### src/rtl/ckgen_cfg_pkg.sv
package ckgen_cfg_pkg;
  localparam int CFG_BYTES = 6;
  localparam int BYTE_W    = 8;
  localparam int STRAP_W   = 5;
  localparam int CFG_W     = CFG_BYTES * BYTE_W;
  localparam int IDX_W     = $clog2(CFG_BYTES + 2);

  typedef enum logic [2:0] {
    PH_IDLE, PH_RX, PH_RX_ACK, PH_TX, PH_TX_ACK
  } phase_e;

  typedef enum logic [1:0] {
    RK_ADDR, RK_CMD, RK_CNT, RK_DATA
  } rx_kind_e;

  function automatic logic [BYTE_W-1:0] reset_byte(input int idx);
    case (idx)
      0:       return 8'h00;
      1:       return 8'h1F;
      4:       return 8'hEB;
      default: return 8'hFF;
    endcase
  endfunction

  function automatic logic [BYTE_W-1:0] strap_overlay(
    input int                  idx,
    input logic [BYTE_W-1:0]   stored,
    input logic [STRAP_W-1:0]  st
  );
    logic [BYTE_W-1:0] r;
    r = stored;
    if (idx == 1) begin
      r[7] = st[3];
      r[6] = st[0];
      r[5] = st[2];
    end
    if (idx == 4) begin
      r[4] = st[4];
      r[2] = st[1];
    end
    return r;
  endfunction
endpackage

### src/rtl/ckgen_bus_sync.sv
module ckgen_bus_sync #(
  parameter int STAGES = 2
) (
  input  logic clk,
  input  logic rst_n,
  input  logic scl_i,
  input  logic sda_i,
  output logic sda_s,
  output logic ev_rise,
  output logic ev_fall,
  output logic ev_start,
  output logic ev_stop
);
  logic [STAGES-1:0] scl_sh, sda_sh;
  logic scl_prev, sda_prev, scl_s;

  always_ff @(posedge clk or negedge rst_n) begin
    if (!rst_n) begin
      scl_sh   <= '1;
      sda_sh   <= '1;
      scl_prev <= 1'b1;
      sda_prev <= 1'b1;
    end else begin
      scl_sh   <= {scl_sh[STAGES-2:0], scl_i};
      sda_sh   <= {sda_sh[STAGES-2:0], sda_i};
      scl_prev <= scl_sh[STAGES-1];
      sda_prev <= sda_sh[STAGES-1];
    end
  end

  assign scl_s    = scl_sh[STAGES-1];
  assign sda_s    = sda_sh[STAGES-1];
  assign ev_rise  = scl_s & ~scl_prev;
  assign ev_fall  = ~scl_s & scl_prev;
  assign ev_start = scl_s & scl_prev & sda_prev & ~sda_s;
  assign ev_stop  = scl_s & scl_prev & ~sda_prev & sda_s;
endmodule

### src/rtl/ckgen_reg_bank.sv
module ckgen_reg_bank
  import ckgen_cfg_pkg::*;
(
  input  logic               clk,
  input  logic               rst_n,
  input  logic [STRAP_W-1:0] strap_i,
  input  logic               wr_en,
  input  logic [IDX_W-1:0]   wr_idx,
  input  logic [BYTE_W-1:0]  wr_data,
  input  logic [IDX_W-1:0]   rd_idx,
  output logic [BYTE_W-1:0]  rd_data,
  output logic [CFG_W-1:0]   cfg_o,
  output logic [STRAP_W-1:0] strap_q,
  output logic               strap_vld
);
  for (genvar g = 0; g < CFG_BYTES; g++) begin : g_byte
    logic [BYTE_W-1:0] q;
    always_ff @(posedge clk or negedge rst_n) begin
      if (!rst_n)                               q <= reset_byte(g);
      else if (wr_en && wr_idx == IDX_W'(g))    q <= wr_data;
    end
    assign cfg_o[g*BYTE_W +: BYTE_W] = q;
  end

  always_ff @(posedge clk or negedge rst_n) begin
    if (!rst_n) begin
      strap_q   <= '0;
      strap_vld <= 1'b0;
    end else if (!strap_vld) begin
      strap_q   <= strap_i;
      strap_vld <= 1'b1;
    end
  end

  always_comb begin
    rd_data = '1;
    for (int i = 0; i < CFG_BYTES; i++) begin
      if (rd_idx == IDX_W'(i))
        rd_data = strap_overlay(i, cfg_o[i*BYTE_W +: BYTE_W], strap_q);
    end
  end
endmodule

### src/rtl/ckgen_xfer_fsm.sv
module ckgen_xfer_fsm
  import ckgen_cfg_pkg::*;
#(
  parameter logic [6:0]        DEV_ADDR7  = 7'h69,
  parameter logic [BYTE_W-1:0] COUNT_BYTE = 8'h06
) (
  input  logic              clk,
  input  logic              rst_n,
  input  logic              sda_s,
  input  logic              ev_rise,
  input  logic              ev_fall,
  input  logic              ev_start,
  input  logic              ev_stop,
  input  logic [BYTE_W-1:0] rd_data,
  output logic              sda_oe,
  output logic              wr_en,
  output logic [IDX_W-1:0]  wr_idx,
  output logic [BYTE_W-1:0] wr_data,
  output logic [IDX_W-1:0]  rd_idx,
  output logic              in_addr
);
  localparam logic [IDX_W-1:0] WR_LIMIT = IDX_W'(CFG_BYTES);
  localparam logic [IDX_W-1:0] RD_LIMIT = IDX_W'(CFG_BYTES + 1);

  phase_e            phase;
  rx_kind_e          kind;
  logic [3:0]        bit_cnt;
  logic [BYTE_W-1:0] sr;
  logic              rd_mode;
  logic [IDX_W-1:0]  wr_ptr, rd_pos;
  logic [BYTE_W-1:0] tx_byte;
  logic              byte_end;

  assign tx_byte  = (rd_pos == '0) ? COUNT_BYTE : rd_data;
  assign rd_idx   = IDX_W'(rd_pos - 1'b1);
  assign byte_end = (phase == PH_RX) && ev_fall && (bit_cnt == 4'd8);
  assign wr_en    = byte_end && (kind == RK_DATA) && (wr_ptr < WR_LIMIT)
                    && !ev_start && !ev_stop;
  assign wr_idx   = wr_ptr;
  assign wr_data  = sr;
  assign in_addr  = (phase == PH_RX) && (kind == RK_ADDR);

  always_ff @(posedge clk or negedge rst_n) begin
    if (!rst_n) begin
      phase   <= PH_IDLE;
      kind    <= RK_ADDR;
      bit_cnt <= '0;
      sr      <= '0;
      rd_mode <= 1'b0;
      wr_ptr  <= '0;
      rd_pos  <= '0;
      sda_oe  <= 1'b0;
    end else if (ev_start) begin
      phase   <= PH_RX;
      kind    <= RK_ADDR;
      bit_cnt <= '0;
      sda_oe  <= 1'b0;
    end else if (ev_stop) begin
      phase   <= PH_IDLE;
      sda_oe  <= 1'b0;
    end else begin
      case (phase)
        PH_RX: begin
          if (ev_rise && bit_cnt < 4'd8) begin
            sr      <= {sr[BYTE_W-2:0], sda_s};
            bit_cnt <= bit_cnt + 4'd1;
          end else if (byte_end) begin
            case (kind)
              RK_ADDR: begin
                if (sr[7:1] == DEV_ADDR7) begin
                  sda_oe  <= 1'b1;
                  phase   <= PH_RX_ACK;
                  rd_mode <= sr[0];
                  kind    <= RK_CMD;
                  wr_ptr  <= '0;
                  rd_pos  <= '0;
                end else begin
                  phase   <= PH_IDLE;
                end
              end
              RK_CMD: begin
                sda_oe <= 1'b1;
                phase  <= PH_RX_ACK;
                kind   <= RK_CNT;
              end
              RK_CNT: begin
                sda_oe <= 1'b1;
                phase  <= PH_RX_ACK;
                kind   <= RK_DATA;
              end
              default: begin
                sda_oe <= 1'b1;
                phase  <= PH_RX_ACK;
                if (wr_ptr < WR_LIMIT) wr_ptr <= wr_ptr + 1'b1;
              end
            endcase
          end
        end
        PH_RX_ACK: begin
          if (ev_fall) begin
            bit_cnt <= '0;
            if (rd_mode) begin
              phase  <= PH_TX;
              sr     <= tx_byte;
              sda_oe <= ~tx_byte[7];
            end else begin
              phase  <= PH_RX;
              sda_oe <= 1'b0;
            end
          end
        end
        PH_TX: begin
          if (ev_fall) begin
            if (bit_cnt == 4'd7) begin
              sda_oe <= 1'b0;
              phase  <= PH_TX_ACK;
              if (rd_pos != RD_LIMIT) rd_pos <= rd_pos + 1'b1;
            end else begin
              sr      <= {sr[BYTE_W-2:0], 1'b0};
              sda_oe  <= ~sr[6];
              bit_cnt <= bit_cnt + 4'd1;
            end
          end
        end
        PH_TX_ACK: begin
          if (ev_rise && sda_s) begin
            phase <= PH_IDLE;
          end else if (ev_fall) begin
            phase   <= PH_TX;
            sr      <= tx_byte;
            sda_oe  <= ~tx_byte[7];
            bit_cnt <= '0;
          end
        end
        default: ;
      endcase
    end
  end
endmodule

### src/rtl/ckgen_cfg_slave.sv
module ckgen_cfg_slave
  import ckgen_cfg_pkg::*;
#(
  parameter logic [6:0]        DEV_ADDR7   = 7'h69,
  parameter int                SYNC_STAGES = 2,
  parameter logic [BYTE_W-1:0] COUNT_BYTE  = 8'h06
) (
  input  logic               clk,
  input  logic               rst_n,
  input  logic               scl_i,
  input  logic               sda_i,
  input  logic [STRAP_W-1:0] strap_i,
  output logic               sda_oe_o,
  output logic [CFG_W-1:0]   cfg_o
);
  logic              sda_s, ev_rise, ev_fall, ev_start, ev_stop;
  logic              wr_en, in_addr, strap_vld;
  logic [IDX_W-1:0]  wr_idx, rd_idx;
  logic [BYTE_W-1:0] wr_data, rd_data;
  logic [STRAP_W-1:0] strap_q;

  ckgen_bus_sync #(.STAGES(SYNC_STAGES)) u_sync (
    .clk(clk), .rst_n(rst_n), .scl_i(scl_i), .sda_i(sda_i),
    .sda_s(sda_s), .ev_rise(ev_rise), .ev_fall(ev_fall),
    .ev_start(ev_start), .ev_stop(ev_stop)
  );

  ckgen_xfer_fsm #(.DEV_ADDR7(DEV_ADDR7), .COUNT_BYTE(COUNT_BYTE)) u_fsm (
    .clk(clk), .rst_n(rst_n), .sda_s(sda_s), .ev_rise(ev_rise),
    .ev_fall(ev_fall), .ev_start(ev_start), .ev_stop(ev_stop),
    .rd_data(rd_data), .sda_oe(sda_oe_o), .wr_en(wr_en), .wr_idx(wr_idx),
    .wr_data(wr_data), .rd_idx(rd_idx), .in_addr(in_addr)
  );

  ckgen_reg_bank u_bank (
    .clk(clk), .rst_n(rst_n), .strap_i(strap_i), .wr_en(wr_en),
    .wr_idx(wr_idx), .wr_data(wr_data), .rd_idx(rd_idx), .rd_data(rd_data),
    .cfg_o(cfg_o), .strap_q(strap_q), .strap_vld(strap_vld)
  );
endmodule

### config.mk
export PLATFORM = sky130hd
export DESIGN_NAME = ckgen_cfg_slave
export DESIGN_NICKNAME = d
export VERILOG_FILES = /design/src/rtl/ckgen_cfg_pkg.sv /design/src/rtl/ckgen_bus_sync.sv /design/src/rtl/ckgen_reg_bank.sv /design/src/rtl/ckgen_xfer_fsm.sv /design/src/rtl/ckgen_cfg_slave.sv
export SDC_FILE = /design/constraint.sdc
export NUM_CORES = 1
export LEC_CHECK = 0
export BUFFER_PORTS_ARGS = -buffer_cell sky130_fd_sc_hd__buf_2
export CORE_AREA = 2 2 120 122
export DETAILED_ROUTE_END_ITERATION = 8
export DIE_AREA = 0 0 122 124
export PLACE_DENSITY = 0.58
export SYNTH_ARGS = -nofsm -noshare
export SYNTH_HDL_FRONTEND = slang
export SYNTH_SLANG_ARGS = --single-unit
### constraint.sdc
create_clock -name clk -period 2.32 [get_ports clk]
set_clock_uncertainty 0.05 [all_clocks]
set_input_delay 0.232 -clock clk [delete_from_list [all_inputs] [get_ports clk]]
set_output_delay 0.232 -clock clk [all_outputs]
set_load 0.02 [all_outputs]
### Word level (Yosys, flattened, before mapping)

Cells that the tools add are included.

| storage, ports and cells | value |
|---|---|
| bits in latches | 0 |
| output and inout bits | 49 |
| bits of input ports | 9 |
| bits in writable memories | 0 |
| flip-flop bits (word level) | 85 |
| memories | 0 |
| ROM bits | 0 |

| cells by class | value |
|---|---|
| shift-type cells | 0 |
| add/sub/neg operators | 4 |
| eq/ne operators | 51 |
| bitwise logic cells | 17 |
| reduce and logical (&&, ||, !) cells | 37 |
| multipliers | 0 |
| divide/modulo/power cells | 0 |
| muxes and demuxes | 66 |
| order comparisons | 2 |

Operator list:

| operator | count |
|---|---|
| $mux 8 | 14 |
| $mux 3 | 17 |
| $pmux 8 s4 | 1 |
| $mux 4 | 7 |
| $ne 4x1->1 const B | 5 |
| $reduce_and 10->1 | 2 |
| $eq 3x2->1 const B | 6 |
| $mux 2 | 9 |
| $ne 2x1->1 const B | 9 |
| $pmux 4 s4 | 1 |
| $reduce_and 8->1 | 2 |
| $eq 3x3->1 const B | 5 |
| $logic_and 1x1->1 | 14 |
| $ne 2x2->1 const B | 7 |
| $reduce_and 7->1 | 2 |
| $mux 1 | 12 |
| $ne 3x2->1 const B | 4 |
| $pmux 3 s2 | 2 |
| $pmux 3 s4 | 1 |
| $reduce_and 6->1 | 2 |
| $not 1->1 | 10 |
| $eq 3x1->1 const B | 3 |
| $logic_not 3->1 | 3 |
| $ne 4x2->1 const B | 2 |
| other kinds (24) | 37 |

### Depth between registers and ports, before layout

| logic depth | value |
|---|---|
| word-level depth | 15 |
| gate-level depth with buffers | 9 |

### Hierarchy

Synthesis repeated with hierarchy kept, for this count alone.

| unflattened totals | value |
|---|---|
| cell total of the unflattened synthesis | 390 |
| area, all modules | 4,618.2 um^2 |

By module, submodules not included:

| module | area an instance (um^2) | times used | seq. area each (um^2) | cells each |
|---|---|---|---|---|
| ckgen_reg_bank | 2,497.4 | 1 | 1,395.1 | 171 |
| ckgen_xfer_fsm | 1,930.6 | 1 | 625.6 | 209 |
| ckgen_bus_sync | 190.2 | 1 | 157.7 | 10 |

### Worst setup path after synthesis

No wires, ideal clock.

| timing | value |
|---|---|
| path kind | flip-flop to flip-flop |
| start | reg u_fsm.rd_pos[0] |
| end | reg u_fsm.sr[0], in the netlist u_fsm.wr_data[0] |
| required time | 2.145 ns |
| path buffers | 1 |
| arrival | 1.959 ns |
| path slack | 0.187 ns |
| cell stages (with the launch flop) | 8 |
| library setup time | 0.125 ns |
| cells stage by stage | dfrtp_1 -> inv_1 -> ha_1 -> clkbuf_1 -> o311a_1 -> a2111oi_0 -> o211ai_1 -> mux2_2 |

| on the way | value |
|---|---|
| word-level cells in the longest chain between the ends | 12 |
| elaborated cells on any way between the ends | 20 |

Ends and longest elaborated chain:

| element | RTL line | text |
|---|---|---|
| start, declared | ckgen_xfer_fsm.sv:30 | `logic [IDX_W-1:0] wr_ptr, rd_pos;` |
| start signal, assigned | ckgen_xfer_fsm.sv:117 | `if (rd_pos != RD_LIMIT) rd_pos <= rd_pos + 1'b1;` |
| $sub 3x1->3 | ckgen_xfer_fsm.sv:35 | `assign rd_idx = IDX_W'(rd_pos - 1'b1);` |
| $logic_not 3->1 | ckgen_reg_bank.sv:38 | `if (rd_idx == IDX_W'(i))` |
| $mux 8 (6 in series) | ckgen_reg_bank.sv:38 |  |
| $mux 8 (*) | ckgen_xfer_fsm.sv:34 | `assign tx_byte = (rd_pos == '0) ? COUNT_BYTE : rd_data;` |
| $mux 8, on equally long branches | ckgen_xfer_fsm.sv:128, ckgen_xfer_fsm.sv:102 |  |
| $mux 8, on equally long branches | ckgen_xfer_fsm.sv:126, ckgen_xfer_fsm.sv:100 |  |
| $pmux 8 s4 (*) | ckgen_xfer_fsm.sv:62 | `case (phase)` |
| end signal, assigned | ckgen_xfer_fsm.sv:65 | `sr <= {sr[BYTE_W-2:0], sda_s};` |
| end signal, assigned | ckgen_xfer_fsm.sv:119 | `sr <= {sr[BYTE_W-2:0], 1'b0};` |
| end signal, assigned | ckgen_xfer_fsm.sv:130 | `sr <= tx_byte;` |
| end, declared | ckgen_xfer_fsm.sv:28 | `logic [BYTE_W-1:0] sr;` |

Every way passes the cells marked *; elsewhere a longest branch is shown, timed or not. The select of a mux whose other input is x is not followed.
A chain may end at the register's enable or synchronous reset.

### Worst setup path after layout

| timing | value |
|---|---|
| start | reg u_fsm.rd_pos[1] |
| end | reg u_fsm.sr[3], in the netlist u_fsm.wr_data[3] |

The elaborated chain is that of the path after synthesis.

==> run_results.csv <==
group,metric,value,unit
synth,synthCells,407,
sta,layout_setup_ws,69.7,ps
power,power.share.clock,0.450,
floorplanning,die_w,122,um
synth,synth-edff-count,0,
cells_and_area,synthToLayoutAreaGrowth,25.2,%
setup_path,worst_setup_path_end_kind,"register",
sta,final_hold_viol_count,0,
clock_tree,tritoncts,"yes",
synth,yosysWarnings,0,
clock_tree,clkSlewWorstSetupHoldPaths,70,ps
power,peakVddDrop,462,uV
power,powerDensity,568,nW/um^2
setup_path,crit_required,2510,ps
floorplanning,core_area,13700,um^2
placement,numPortBuffers,57,
clock_tree,clock-sinks,85,
sta,final_max_slew_viol_count,0,
synth,synth_area_per_cell,11.2,um^2
power,leakage,2.59,nW
power,p_sw,0.796,mW
synth,synth_flop_cell,"dfrtp_1",
global_routing,antenna_found_initial,0,
placement,finalWeightedCongestion,0.878,
synth,async_flop_share,1.00,
floorplanning,start_util,0.334,
global_routing,grt.overflow.total,0,
detailed_routing,viasPerCell,5.18,
sta,rsz0062_at_grt,"yes",
placement,dp_worst_setup_slack,26.9,ps
synth,ys_types,62,
cells_and_area,design_area,5730,um^2
global_routing,track_usage,0.168,
synth,synth_seq_cells,85,
detailed_routing,drt_iter0_drc,290,
detailed_routing,drc_errors,0,
detailed_routing,vias,3535,
setup_path,crit_arrival,2440,ps
detailed_routing,ant_nets,0,
power,seqPwrFrac,0.486,
cells_and_area,drive_above_1_share,0.450,
clock_tree,root_buffer,"clkbuf_16",
global_routing,grt_pass1_wl,19200,um
floorplanning,fp-row-count,43,
run,cap_violations,0,
clock_tree,clk_path_buf_depth,2,
synth,syn_nets,434,
clock_tree,clk_latency,350,ps
sta,maxClockFrequency,0.444,GHz
sta,whs,61.3,ps
floorplanning,io_pins,58,
min_path,hp-class,"in2reg",
synth,ys_seq_area_frac,0.476,
power,pwr-share-comb,0.064,
clock_tree,numCtsBuffers,9,
sta,fin_crit,2250,ps
sta,finalCritPeriodShare,0.970,
placement,dp.cells,663,
cells_and_area,final_common_cell,"mux2_2",
setup_path,start_kind,"register",
cells_and_area,num-nets-final,524,
power,swShare,0.245,
detailed_routing,drt_first_pass_iters,4,
synth,netlist_area,4580,um^2
global_routing,grt_pass1_vias,3445,
placement,post_dp_cell_area,5350,um^2
global_routing,grt_max_degree,57,
sta,relSlewSlack,0.439,
sta,setup_viol,0,
setup_path,worstSetupPathType,"reg2reg",
sta,setup_tns,0,ps
detailed_routing,post_drt_wl_per_cell,17.8,um
setup_path,crit_fanout,4,
power,power.internal,2.46,mW
status,outcome,"complete, no violations",
detailed_routing,wl,12200,um
cells_and_area,diodes,0,
floorplanning,die_y,124,um
cells_and_area,nFillCells,1306,
cells_and_area,finalCoreUtilization,0.418,
cells_and_area,final_cell_mix,"mux2_2, buf_2, dfrtp_1",
cells_and_area,fin_cells,682,
power,p_total,3.25,mW
clock_tree,h-tree-depth,3,
placement,dp_hpwl,9080,um
sta,tightest_slew,833,ps
floorplanning,die_area,15100,um^2
-- cell type report --
class	count	area, um^2	area share
well taps	180	225	0.0393
inverters	19	71.3	0.0124
flip-flops and latches	85	2180	0.380
clock buffers	10	229	0.0400
multi-input cells	286	2280	0.398
repair buffers	96	676	0.118
clock inverters	6	71.3	0.0124
-- state kept, by name, indices dropped and copies added (netlist names), 2 cells and up --
signal,cells
u_fsm.wr_data,8
u_fsm.phase,3
u_bank.strap_q,5
u_sync.scl_sh,2
u_fsm.wr_idx,3
u_fsm.bit_cnt,4
u_fsm.rd_pos,3
u_fsm.kind,2
u_sync.sda_sh,2
u_bank.g_byte.q,48
-- power by group through the flow --
stage	clock network, mW	registers (mW)	logic, mW
3_5_place_dp	0	1.60	0.203
2_1_floorplan	0	1.60	0.0847
5_1_grt	1.57	1.58	0.227
3_3_place_gp	0	1.60	0.198
4_1_cts	1.51	1.58	0.207
6_report	1.47	1.58	0.207
-- cells by family after synthesis --
logic type / share of synthesized area
compound gates: 0.135
xor+xnor: 0.00766
fa+ha+maj: 0.0492
buf+inv: 0.0364
flops: 0.476
mux: 0.150
other cells: 0.000819
simple gates: 0.145
-- cell usage after synthesis (all sizes together), types with 2 or more instances --
| library cell | count | area share |
|---|---|---|
| or3b | 3 | 0.0057 |
| nand4 | 2 | 0.0027 |
| a311oi | 2 | 0.0038 |
| a31oi | 2 | 0.0027 |
| mux2i | 3 | 0.0066 |
| a32oi | 3 | 0.0057 |
| ha | 18 | 0.049 |
| a21oi | 20 | 0.022 |
| o31a | 2 | 0.0038 |
| xnor2 | 2 | 0.0038 |
| a22o | 2 | 0.0038 |
| nand2 | 25 | 0.021 |
| inv | 19 | 0.016 |
| nand2b | 9 | 0.012 |
| o211ai | 5 | 0.0082 |
| and3 | 7 | 0.0096 |
| or2 | 2 | 0.0027 |
| a221oi | 2 | 0.0038 |
| o311a | 4 | 0.0087 |
| nor2 | 18 | 0.015 |
| mux2 | 58 | 0.14 |
| dfrtp | 44 | 0.24 |
| and3b | 2 | 0.0041 |
| and2 | 6 | 0.0082 |
| o22ai | 5 | 0.0082 |
| nand3b | 11 | 0.018 |
| xor2 | 2 | 0.0038 |
| nor3b | 5 | 0.0082 |
| nor2b | 8 | 0.011 |
| o31ai | 4 | 0.0066 |
| nor3 | 6 | 0.0066 |
| o311ai | 4 | 0.0077 |
| dfstp | 41 | 0.24 |
| or3 | 3 | 0.0052 |
| clkbuf | 10 | 0.013 |
| buf | 7 | 0.0079 |
| o21ai | 17 | 0.019 |
| nand3 | 5 | 0.0055 |
| a2111oi | 6 | 0.017 |
-- final timing paths --
| check | endpoint | depth (start not counted) | from | slack, ps |
|---|---|---|---|---|
| setup / recovery | u_fsm.wr_data[3]$_DFFE_PN0P_ | 8 | u_fsm.rd_pos[1]$_DFFE_PN0P_ | 70 |
| hold / removal | u_bank.strap_q[3]$_DFFE_PN0N_ | 2 | strap_i[3] | 60 |
| setup reg to reg | u_fsm.wr_data[3]$_DFFE_PN0P_ | 8 | u_fsm.rd_pos[1]$_DFFE_PN0P_ | 70 |
| hold reg to reg | u_sync.scl_sh[1]$_DFF_PN1_ | 0 | u_sync.scl_sh[0]$_DFF_PN1_ | 300 |
| max in group asynchronous | u_bank.g_byte[5].q[0]$_DFFE_PN1P_ | 3 | rst_n | 1210 |
| min in group asynchronous | u_fsm.bit_cnt[0]$_DFFE_PN0P_ | 2 | rst_n | 320 |
-- routing by layer --
metal	vias to the layer above	global-route usage	routed length [um]
met5	-	0	0
met4	0	0.0654	198
met3	11	0.0293	527
met2	90	0.257	5590
met1	1762	0.235	5840
li1	1672	-	-
-- critical path: stages (launching register included) --
cell,delay (ps)
dfrtp_1,420
inv_1,140
ha_1,180
inv_1,70
o311a_1,350
a2111oi_1,420
buf_4,180
o21ai_0,70
mux2_2,260
-- repair_timing --
action	4_1_cts	5_1_grt
resized for setup	0	11
endpoints found under the setup margin	0	8
hold endpoints to repair	15	0
hold buffers	3	0
buffers inserted	0	0
Power figures use the tool's default switching activity.
